### config.mk
export PLATFORM = sky130hd
export DESIGN_NAME = icap_channel
export DESIGN_NICKNAME = d
export VERILOG_FILES = /design/src/rtl/icap_pkg.sv /design/src/rtl/icap_sync.sv /design/src/rtl/icap_filter.sv /design/src/rtl/icap_prescaler.sv /design/src/rtl/icap_channel.sv
export SDC_FILE = /design/constraint.sdc
export NUM_CORES = 1
export LEC_CHECK = 0
export BUFFER_PORTS_ARGS = -buffer_cell sky130_fd_sc_hd__clkbuf_2
export CELL_PAD_IN_SITES_DETAIL_PLACEMENT = 1
export CELL_PAD_IN_SITES_GLOBAL_PLACEMENT = 1
export CORE_MARGIN = 5
export CORE_UTILIZATION = 39
export CTS_BUF_LIST = sky130_fd_sc_hd__clkbuf_4
export CTS_CLUSTER_DIAMETER = 80
export DETAILED_ROUTE_END_ITERATION = 7
export PLACE_DENSITY_LB_ADDON = 0.1
export SLEW_MARGIN = 30
export SYNTH_ARGS = -nofsm -noshare
export SYNTH_HDL_FRONTEND = slang
export SYNTH_HIERARCHICAL = 1
export SYNTH_SLANG_ARGS = --single-unit
### constraint.sdc
create_clock -name clk -period 3.11 [get_ports clk]
set_input_delay 0.4665 -clock clk [delete_from_list [all_inputs] [get_ports clk]]
set_output_delay 0.4665 -clock clk [all_outputs]
set_load 0.1 [all_outputs]
### src/rtl/icap_pkg.sv
package icap_pkg;

   localparam int unsigned FLT_CODE_W = 4;
   localparam int unsigned FLT_MAX_DIV = 32;
   localparam int unsigned FLT_MAX_LEN = 8;
   localparam int unsigned FLT_DIV_W = $clog2(FLT_MAX_DIV);
   localparam int unsigned FLT_LEN_W = $clog2(FLT_MAX_LEN + 1);

   typedef enum logic [1:0] {
      ROLE_OUT = 2'd0,
      ROLE_IN  = 2'd1
   } role_e;

   typedef enum logic [1:0] {
      POL_RISE = 2'd0,
      POL_FALL = 2'd1,
      POL_BOTH = 2'd2
   } pol_e;

   // Sample spacing, counted in DTS enable pulses
   function automatic int unsigned flt_div(input logic [FLT_CODE_W-1:0] c);
      int unsigned d;
      case (c)
         4'd4, 4'd5:        d = 2;
         4'd6, 4'd7:        d = 4;
         4'd8, 4'd9:        d = 8;
         4'd10, 4'd11, 4'd12: d = 16;
         4'd13, 4'd14, 4'd15: d = 32;
         default:           d = 1;
      endcase
      return d;
   endfunction

   // Run length needed to confirm a level change
   function automatic int unsigned flt_len(input logic [FLT_CODE_W-1:0] c);
      int unsigned n;
      case (c)
         4'd0:                       n = 1;
         4'd1:                       n = 2;
         4'd2:                       n = 4;
         4'd10, 4'd13:               n = 5;
         4'd4, 4'd6, 4'd8, 4'd11, 4'd14: n = 6;
         default:                    n = 8;
      endcase
      return n;
   endfunction

   // Codes that sample on every kernel clock
   function automatic logic flt_kernel(input logic [FLT_CODE_W-1:0] c);
      return (c == 4'd1) || (c == 4'd2) || (c == 4'd3);
   endfunction

endpackage

### src/rtl/icap_sync.sv
module icap_sync #(
   parameter int unsigned STAGES = 2
) (
   input  logic clk,
   input  logic rst_n,
   input  logic d,
   output logic q
);

   generate
      if (STAGES < 2) begin : g_bad_stages
         $error("icap_sync: STAGES must be at least 2");
      end
   endgenerate

   logic [STAGES-1:0] sh_q;

   always_ff @(posedge clk or negedge rst_n) begin
      if (!rst_n) sh_q <= '0;
      else        sh_q <= {sh_q[STAGES-2:0], d};
   end

   assign q = sh_q[STAGES-1];

endmodule

### src/rtl/icap_filter.sv
module icap_filter
   import icap_pkg::*;
(
   input  logic                  clk,
   input  logic                  rst_n,
   input  logic                  dts_en,
   input  logic [FLT_CODE_W-1:0] code,
   input  logic                  din,
   output logic                  dout
);

   localparam int unsigned DIV_W = FLT_DIV_W;
   localparam int unsigned LEN_W = FLT_LEN_W;

   generate
      if (DIV_W < 1 || LEN_W < 1) begin : g_bad_widths
         $error("icap_filter: derived widths must be positive");
      end
   endgenerate

   logic [FLT_CODE_W-1:0] code_q;
   logic [DIV_W-1:0]      div_q;
   logic [LEN_W-1:0]      run_q;
   logic                  lvl_q;
   logic [DIV_W-1:0]      div_lim;
   logic [LEN_W-1:0]      run_len;
   logic                  kern;
   logic                  code_chg;
   logic                  smp_en;
   logic [LEN_W-1:0]      run_nx;

   assign code_chg = (code != code_q);
   assign div_lim  = DIV_W'(flt_div(code_q) - 1);
   assign run_len  = LEN_W'(flt_len(code_q));
   assign kern     = flt_kernel(code_q);
   assign smp_en   = !code_chg && (kern || (dts_en && (div_q == div_lim)));
   assign run_nx   = run_q + LEN_W'(1);

   always_ff @(posedge clk or negedge rst_n) begin
      if (!rst_n) begin
         code_q <= '0;
         div_q  <= '0;
         run_q  <= '0;
         lvl_q  <= 1'b0;
      end else if (code_chg) begin
         code_q <= code;
         div_q  <= '0;
         run_q  <= '0;
      end else begin
         if (dts_en && !kern)
            div_q <= (div_q == div_lim) ? '0 : div_q + DIV_W'(1);
         if (smp_en) begin
            if (din == lvl_q) begin
               run_q <= '0;
            end else if (run_nx == run_len) begin
               lvl_q <= din;
               run_q <= '0;
            end else begin
               run_q <= run_nx;
            end
         end
      end
   end

   assign dout = lvl_q;

   // the confirmed level moves only on a sampling edge
   a_r5_move_on_sample: assert property (@(posedge clk) disable iff (!rst_n)
      (lvl_q != $past(lvl_q)) |-> $past(smp_en));

   // a code change restarts the run and keeps the level
   a_r11_code_restart: assert property (@(posedge clk) disable iff (!rst_n)
      code_chg |=> (run_q == '0) && (div_q == '0) && $stable(lvl_q));

endmodule

### src/rtl/icap_prescaler.sv
module icap_prescaler #(
   parameter int unsigned SEL_W = 2
) (
   input  logic             clk,
   input  logic             rst_n,
   input  logic             clr,
   input  logic             ev,
   input  logic [SEL_W-1:0] sel,
   output logic             fire
);

   localparam int unsigned CNT_W = (1 << SEL_W) - 1;

   generate
      if (SEL_W < 1 || SEL_W > 3) begin : g_bad_sel
         $error("icap_prescaler: SEL_W must be 1..3");
      end
   endgenerate

   logic [CNT_W-1:0] cnt_q;
   logic [CNT_W-1:0] mask;

   assign mask = CNT_W'((32'd1 << sel) - 32'd1);
   assign fire = ev && ((cnt_q & mask) == mask);

   always_ff @(posedge clk or negedge rst_n) begin
      if (!rst_n)      cnt_q <= '0;
      else if (clr)    cnt_q <= '0;
      else if (fire)   cnt_q <= '0;
      else if (ev)     cnt_q <= cnt_q + CNT_W'(1);
   end

   // the count is empty on the edge after a disable
   a_r4_clear_when_off: assert property (@(posedge clk) disable iff (!rst_n)
      clr |=> (cnt_q == '0));

   // the count never passes the selected ratio
   a_r3_within_ratio: assert property (@(posedge clk) disable iff (!rst_n)
      (cnt_q & ~mask) == '0 || $past(sel) != sel);

endmodule

### src/rtl/icap_channel.sv
module icap_channel
   import icap_pkg::*;
#(
   parameter int unsigned TB_W        = 16,
   parameter int unsigned SYNC_STAGES = 2,
   parameter int unsigned PSC_W       = 2
) (
   input  logic                  clk,
   input  logic                  rst_n,
   input  logic                  dts_en,
   input  logic                  pin_in,
   input  logic                  role_wr,
   input  logic [1:0]            role_wdata,
   input  logic                  chan_en,
   input  logic [PSC_W-1:0]      psc_sel,
   input  logic [FLT_CODE_W-1:0] flt_sel,
   input  logic [1:0]            edge_pol,
   input  logic [TB_W-1:0]       timebase,
   input  logic                  flag_clr,
   output logic [1:0]            role_q,
   output logic [TB_W-1:0]       cap_val,
   output logic                  cap_flag,
   output logic                  ovr_flag
);

   generate
      if (TB_W < 2) begin : g_bad_tb
         $error("icap_channel: TB_W must be at least 2");
      end
   endgenerate

   logic pin_s;
   logic lvl;
   logic lvl_d;
   logic rise;
   logic fall;
   logic edge_hit;
   logic ev;
   logic fire;

   icap_sync #(.STAGES(SYNC_STAGES)) u_sync (
      .clk(clk), .rst_n(rst_n), .d(pin_in), .q(pin_s));

   icap_filter u_filt (
      .clk(clk), .rst_n(rst_n), .dts_en(dts_en),
      .code(flt_sel), .din(pin_s), .dout(lvl));

   always_ff @(posedge clk or negedge rst_n) begin
      if (!rst_n)                    role_q <= ROLE_OUT;
      else if (role_wr && !chan_en)  role_q <= role_wdata;
   end

   always_ff @(posedge clk or negedge rst_n) begin
      if (!rst_n) lvl_d <= 1'b0;
      else        lvl_d <= lvl;
   end

   assign rise = lvl && !lvl_d;
   assign fall = !lvl && lvl_d;

   always_comb begin
      case (edge_pol)
         POL_RISE: edge_hit = rise;
         POL_FALL: edge_hit = fall;
         default:  edge_hit = rise || fall;
      endcase
   end

   assign ev = chan_en && (role_q == ROLE_IN) && edge_hit;

   icap_prescaler #(.SEL_W(PSC_W)) u_psc (
      .clk(clk), .rst_n(rst_n), .clr(!chan_en),
      .ev(ev), .sel(psc_sel), .fire(fire));

   always_ff @(posedge clk or negedge rst_n) begin
      if (!rst_n) begin
         cap_val  <= '0;
         cap_flag <= 1'b0;
         ovr_flag <= 1'b0;
      end else if (fire) begin
         cap_val  <= timebase;
         cap_flag <= 1'b1;
         ovr_flag <= ovr_flag || (cap_flag && !flag_clr);
      end else if (flag_clr) begin
         cap_flag <= 1'b0;
         ovr_flag <= 1'b0;
      end
   end

   // the role stays put while the channel is on
   a_r2_role_locked: assert property (@(posedge clk) disable iff (!rst_n)
      chan_en |=> $stable(role_q));

   // no capture unless the role selects input capture
   a_r1_role_gates: assert property (@(posedge clk) disable iff (!rst_n)
      (role_q != ROLE_IN) |=> $stable(cap_val) || $past(flag_clr) || !$past(role_q != ROLE_IN));

   // a capture stores the timebase and sets the flag
   a_r9_capture_store: assert property (@(posedge clk) disable iff (!rst_n)
      fire |=> cap_flag && (cap_val == $past(timebase)));

   // a capture onto a set flag raises overcapture
   a_r10_overcapture: assert property (@(posedge clk) disable iff (!rst_n)
      (fire && cap_flag && !flag_clr) |=> ovr_flag);

endmodule

# [After elaboration in Yosys (flattened, before gate mapping)]
# Memory sizes are Yosys's and may differ from the RTL's.
# Cells that the tools add are included.
[totals] register_bits=40 romBits=160 in_bits=33 output_inout_bits=20 wordCells=73 mem_count=2
[memory_table] name="(name not given)" depth=16 word_bits=6 rd=1 rd_clocked_by_memory_dff=0 write_ports=0 line="icap_pkg.sv:23" source="case (c)"
[memory_table] name="(name not given)" depth=16 word_bits=4 rd=1 rd_clocked_by_memory_dff=0 write_ports=0 line="icap_pkg.sv:37" source="case (c)"
[classes] n_addsub=5 bitwise_logic=3 reduce_logical=26 n_eq_ne=11 n_shift=1 n_mux=14
[op_table] op="$mux 4" n=4
[op_table] op="$mux 5" n=3
[op_table] op="$logic_and 1x1->1" n=10
[op_table] op="$mux 3" n=3
[op_table] op="$eq 4x2->1 const B" n=2
[op_table] op="$logic_not 1->1" n=6
[op_table] op="$reduce_bool 2->1" n=3
[op_table] op="$add 5x1->5 const B" n=1
[op_table] op="$eq 5x5->1" n=1
[op_table] op="$logic_or 1x1->1" n=5
[op_table] op="$sub 5x1->5 const B" n=1
[op_table] op="$add 4x1->4 const B" n=1
[op_table] op="$eq 2x1->1 const B" n=2
[op_table] op="$eq 4x1->1 const B" n=1
[op_table] op="$eq 4x4->1" n=1
[op_table] op="$ne 4x4->1" n=1
[op_table] op="$reduce_and 4->1" n=1
[op_table] op="$add 3x1->3 const B" n=1
[op_table] op="$and 3x3->3" n=1
[op_table] op="$eq 3x3->1" n=1
[op_table] op="$mux 1" n=3
[op_table] op="$ne 3x1->1 const B" n=1
[op_table] op="$shl 1x2->3 const A" n=1
[op_table] op="$sub 3x1->3 const B" n=1
[op_table] op="4 further kinds" n=5

# [Longest topological paths before layout]
[logic_depth] ltp_word=8 mapped_depth=12 depth_no_buf=10

# [Hierarchy]
# The synthesis kept the hierarchy.
[modules_own_cells] mod="icap_filter" n_inst=1 cells_each=133 area_each_um2=1212.4 seq_area_each_um2=350.3
[modules_own_cells] mod="icap_channel" n_inst=1 cells_each=56 area_each_um2=890.9 seq_area_each_um2=525.5
[modules_own_cells] mod="icap_prescaler" n_inst=1 cells_each=17 area_each_um2=178.9 seq_area_each_um2=75.1
[modules_own_cells] mod="icap_sync" n_inst=1 cells_each=2 area_each_um2=50.0 seq_area_each_um2=50.0

# [Worst setup path before layout]
# No wires, ideal clock.
[synth_timing] path_type="reg2reg" start="reg u_filt.code_q[3]" end="reg u_filt.lvl_q, in the netlist u_filt/dout" required_time_ns=2.985 stages_incl_launch_ff=12 t_arrival_ns=2.769 setup_slack_ns=0.217 synth_period_minus_slack_ns=2.893 n_path_buf=2 setup_time_ns=0.125 cell_sequence="dfrtp_1 > buf_2 > buf_2 > or3_2 > ha_1 > inv_1 > a211oi_1 > or4_4 > a211oi_2 > a21boi_1 > nor3_1 > mux2_2"
[synth_between] elab_chain_cells=7 elab_cells_between_ends=17 cone_classes="add/sub: 1; eq/ne: 6; bitwise: 1; reduce/logical: 7; memory: 2"
[synth_lines] element="from (decl)" line="icap_filter.sv:21" source="logic [FLT_CODE_W-1:0] code_q;"
[synth_lines] element="from (signal assigned)" line="icap_filter.sv:46" source="code_q <= code;"
[synth_lines] element="$mem_v2 16x6"
[synth_lines] element="$sub 5x1->5" line="icap_filter.sv:33" source="assign div_lim = DIV_W'(flt_div(code_q) - 1);"
[synth_lines] element="$eq 5x5->1" line="icap_filter.sv:36" source="assign smp_en = !code_chg && (kern || (dts_en && (div_q == div_lim)));"
[synth_lines] element="$logic_and 1x1->1" line="icap_filter.sv:36"
[synth_lines] element="$logic_or 1x1->1" line="icap_filter.sv:36"
[synth_lines] element="$logic_and 1x1->1" line="icap_filter.sv:36"
[synth_lines] element="$reduce_and 4->1 (no line) (*)"
[synth_lines] element="to (signal assigned)" line="icap_filter.sv:56" source="lvl_q <= din;"
[synth_lines] element="to (decl)" line="icap_filter.sv:24" source="logic lvl_q;"
# Mark *: on every way between the ends. The rest lies on a longest branch, timed or not.
# A chain may end at the register's enable or synchronous reset.

# [Worst setup path in the final report]
[layout_timing] start="reg u_filt.code_q[1]" end="reg u_filt.lvl_q, in the netlist u_filt/dout"
# The elaborated chain is that of the path after synthesis.

==> out/qor.txt <==
RUN STATUS
---------------------------------------------------------------------------------
Run status ......................................................... finished, final reports clean

STA
---------------------------------------------------------------------------------
Final Hold Fails ...................................................            0
Setup total negative slack .........................................         0 ns
Tcrit/Tclk final ...................................................        94.3%
Setup violators final ..............................................            0
Transition at the pin with the smallest max-transition slack .......     0.656 ns
Maximum achievable frequency .......................................    0.341 GHz
RSZ-0062 raised after global routing ...............................           no
Layout Skew ........................................................   0.00681 ns
Slew headroom ......................................................        55.9%
Number of slew-limit violations in the final report ................            0
Post-route minimum period ..........................................      2.93 ns

GLOBAL ROUTE
---------------------------------------------------------------------------------
All-Layer GR Usage .................................................        15.1%
Met1 track utilization from global routing .........................        19.3%
Met2 usage .........................................................        24.3%
Number of global-route vias before repair ..........................        1,856
Fraction of met3 tracks used by global routing .....................        4.64%
Highest-utilization routing layer at the global route stage ........         met2
Initial antenna violation count ....................................            0
First-pass GRT wire length .........................................      8890 um
Pin count of the biggest net entering global routing ...............           41
Total congestion overflow ..........................................            0

POWER
---------------------------------------------------------------------------------
VDD IR-drop max ....................................................     0.296 mV
Static leakage power ...............................................   0.00136 uW
Post-layout total power ............................................      1260 uW
Cell Pwr Density ...................................................   466 mW/mm2

CTS
---------------------------------------------------------------------------------
Total clock sinks ..................................................           40
H-tree depth .......................................................            2
Insertion delay to the later sink of the worst-skew pair ...........      0.34 ns
Number of gates resized after CTS ..................................            0
Buffers inserted during post-CTS setup optimization ................            0
Clock tree from TritonCTS ..........................................          yes
Root cell of the clock tree ........................................ sky130_fd_sc_hd__clkbuf_4
Total of hold buffers inserted after clock tree synthesis ..........            0
Register clock-pin slew on the reported worst setup and hold paths .      0.12 ns
TritonCTS Buffers ..................................................            5
Bufs on Longest Clock Path .........................................            2

LOGIC SYNTHESIS
---------------------------------------------------------------------------------
Combinational family with the most area after synthesis ............ multiplexers
Cell accounting for the most synthesized area ...................... sky130_fd_sc_hd__dfrtp_1
Count of state elements after synthesis ............................           40
Post-synthesis xor/xnor area fraction ..............................        5.63%
Avg Cell Area, Syn .................................................     11.2 um2
Number of synthesized flops with an enable pin .....................            0
Adder-cell share of the synthesized area ...........................        6.33%
Yosys Warn Count ...................................................            6
Most frequently used flop master after synthesis ................... sky130_fd_sc_hd__dfrtp_1
Share of cell area taken by muxes after synthesis ..................        16.6%
Complex-gate fraction of the synthesized area ......................        11.3%
Share of synthesized registers carrying an async set or reset ......         100%
Part of the Yosys area used for sequential elements ................        42.9%
Netlist cell types .................................................           53
Simple-Gate Fraction of Synth Area .................................        11.3%
Leading cell types by total area after synthesis ................... sky130_fd_sc_hd__dfrtp_1 43%, sky130_fd_sc_hd__mux2_2 7.2%, sky130_fd_sc_hd__ha_1 5.9%, sky130_fd_sc_hd__mux2_4 5.2%, sky130_fd_sc_hd__xnor2_1 3.0%
Number of nets in the synthesized netlist ..........................          252
Dominant cell by count in the synthesized netlist .................. sky130_fd_sc_hd__dfrtp_1
Area of the mapped netlist .........................................  0.00233 mm2
Portion of synthesized cell area occupied by the leading cell type .        42.9%
Most frequent cells after synthesis ................................ 40 x sky130_fd_sc_hd__dfrtp_1, 15 x sky130_fd_sc_hd__inv_1, 15 x sky130_fd_sc_hd__mux2_2
Number of cells produced by synthesis ..............................          208

DRT
---------------------------------------------------------------------------------
Initial drt markers ................................................           40
Post-route ant nets ................................................            0
Final WL ...........................................................      5180 um
DR vias/cell .......................................................         5.08
DRC errors left ....................................................            0
Per-cell routed wire length ........................................      15.4 um
Via count of the routed design .....................................        1,712
First-pass iteration count of the detailed router ..................            3

CRITICAL PATH
---------------------------------------------------------------------------------
Crit path required time ............................................      3.34 ns
Setup crit start kind ..............................................         flop
Start-to-end type of the worst setup path ..........................   reg -> reg
CP Max Fanout ......................................................            6
Worst Path Arrival .................................................      3.16 ns
Critical Path End Type .............................................         flop

LAYOUT
---------------------------------------------------------------------------------
Footprint of the multi-input gates .................................  0.00119 mm2
Register cell area after layout ....................................  0.00100 mm2
Final core utilization .............................................        46.3%
Area growth syn-to-layout ..........................................        16.1%
# diodes ...........................................................            0
Number of filler cells placed in the layout ........................          646
Fraction of layout cells with a size suffix above 1 ................        38.9%
Nets ...............................................................          306

FLOORPLANNING
---------------------------------------------------------------------------------
Die Footprint ......................................................  0.00763 mm2
Die Y ..............................................................      87.3 um
Core Region ........................................................  0.00585 mm2
Ports placed on the boundary .......................................           53
Chip Width .........................................................      87.3 um
Standard-cell rows .................................................           28
Initial core utilization ...........................................        39.9%

PLACE
---------------------------------------------------------------------------------
I/O Buffers ........................................................           52
Routability congestion estimate ....................................        0.765
Hpwl dp ............................................................      4000 um

JOB
---------------------------------------------------------------------------------
Max-cap violation count ............................................            0

HOLD PATH
---------------------------------------------------------------------------------
Hold/Removal Path Class ............................................  in -> async

[state kept, by name, summed over array words and instances (netlist names)]
| register | count |
|---|---|
| cap_val | 16 |
| u_filt/div_q | 5 |
| u_filt/dout | 1 |
| lvl_d | 1 |
| u_filt/run_q | 4 |
| u_filt/code_q | 4 |
| u_sync/sh_q | 2 |
| ovr_flag | 1 |
| u_psc/cnt_q | 3 |
| cap_flag | 1 |
| role_q | 2 |
[cells by family (layout without fill, tap and decap cells)]
| kind of cell | count (synthesis) | after routing |
|---|---|---|
| AO/OA/AOI/OAI | 35 | 35 |
| XOR/XNOR | 15 | 15 |
| adder cells (fa/ha/maj) | 12 | 12 |
| buffers and inverters | 27 | 81 |
| flip-flops | 40 | 40 |
| multiplexers | 29 | 29 |
| AND/OR/NAND/NOR | 50 | 50 |
[layer usage]
layer  wire [um]  share of wire (%)
met5           0                  0
met4          92                1.8
met3         263                5.1
met2        2510                 48
met1        2310                 45
[report_power, final]
part	switching, uW	total [uW]	internal [uW]
Combinational	317	425	108
Sequential	23.1	579	556
Clock	165	258	92.3
Total	505	1260	756
[final cells by class]
type | count | share of cell area (%)
Inverter | 15 | 2.08
Clock inverter | 1 | 0.185
Sequential cell | 40 | 37.0
Clock buffer | 6 | 1.66
Timing Repair Buffer | 59 | 11.6
Tap cell | 75 | 3.47
Multi-Input combinational cell | 141 | 44.0
[path summary, 6_finish.rpt]
kind                                              start                  endpoint  slack (ns)  depth (start not counted)
min in group clk                                 pin_in  u_sync/sh_q[0]$_DFF_PN0_        0.23                          1
max                        u_filt/code_q[1]$_DFFE_PN0N_   u_filt/dout$_DFFE_PN0P_        0.18                          9
max reg2reg                u_filt/code_q[1]$_DFFE_PN0N_   u_filt/dout$_DFFE_PN0P_        0.18                          9
min                                               rst_n    cap_val[9]$_DFFE_PN0P_        0.13                          1
max in group asynchronous                         rst_n   u_filt/dout$_DFFE_PN0P_        2.59                          1
min reg2reg                    u_sync/sh_q[0]$_DFF_PN0_  u_sync/sh_q[1]$_DFF_PN0_        0.36                          0
[critical path: stages (launching register included)]
cell and delay (ns):
sky130_fd_sc_hd__dfrtp_1 0.46, sky130_fd_sc_hd__or3_2 0.50, sky130_fd_sc_hd__ha_1 0.24, sky130_fd_sc_hd__inv_1 0.09
sky130_fd_sc_hd__a211oi_1 0.06, sky130_fd_sc_hd__or4_4 0.49, sky130_fd_sc_hd__a211oi_2 0.33, sky130_fd_sc_hd__a21boi_1 0.14
sky130_fd_sc_hd__nor3_1 0.17, sky130_fd_sc_hd__mux2_2 0.35
[cell usage in the layout, fill, tap and decap left out, types with 2 or more instances in the layout]
cell	netlist	final
sky130_fd_sc_hd__a311oi_1	2	2
sky130_fd_sc_hd__clkbuf_4	0	7
sky130_fd_sc_hd__nand4_1	2	2
sky130_fd_sc_hd__ha_1	11	11
sky130_fd_sc_hd__mux2i_1	3	3
sky130_fd_sc_hd__nor2b_1	6	6
sky130_fd_sc_hd__nor3_1	4	4
sky130_fd_sc_hd__o21bai_1	2	2
sky130_fd_sc_hd__a211oi_1	2	2
sky130_fd_sc_hd__clkbuf_2	0	51
sky130_fd_sc_hd__mux2_4	8	8
sky130_fd_sc_hd__inv_1	15	15
sky130_fd_sc_hd__a21oi_1	5	5
sky130_fd_sc_hd__xnor2_1	8	8
sky130_fd_sc_hd__nor2_1	8	8
sky130_fd_sc_hd__or2_1	2	2
sky130_fd_sc_hd__mux4_2	3	3
sky130_fd_sc_hd__a211o_1	2	2
sky130_fd_sc_hd__xor2_1	7	7
sky130_fd_sc_hd__nand3_1	3	3
sky130_fd_sc_hd__nand2_1	14	14
sky130_fd_sc_hd__o31ai_1	2	2
sky130_fd_sc_hd__o21ai_0	8	8
sky130_fd_sc_hd__dfrtp_1	40	40
sky130_fd_sc_hd__buf_4	1	7
sky130_fd_sc_hd__mux2_2	15	15
[metrics by stage]
| step | instance area, um2 | worst slack [ns] | cells | hold WS (ns) |
|---|---|---|---|---|
| floorplan | 2330 | 0.217 | 208 | 0.171 |
| global placement | 2660 | 0.267 | 330 | 0.333 |
| detailed placement | 2660 | 0.184 | 330 | 0.336 |
| CTS | 2710 | 0.158 | 337 | 0.132 |
| global route | 2710 | 0.0190 | 337 | 0.148 |
| finish | 2710 | 0.176 | 337 | 0.131 |
Note: power is estimated with default switching activity, not from simulation.
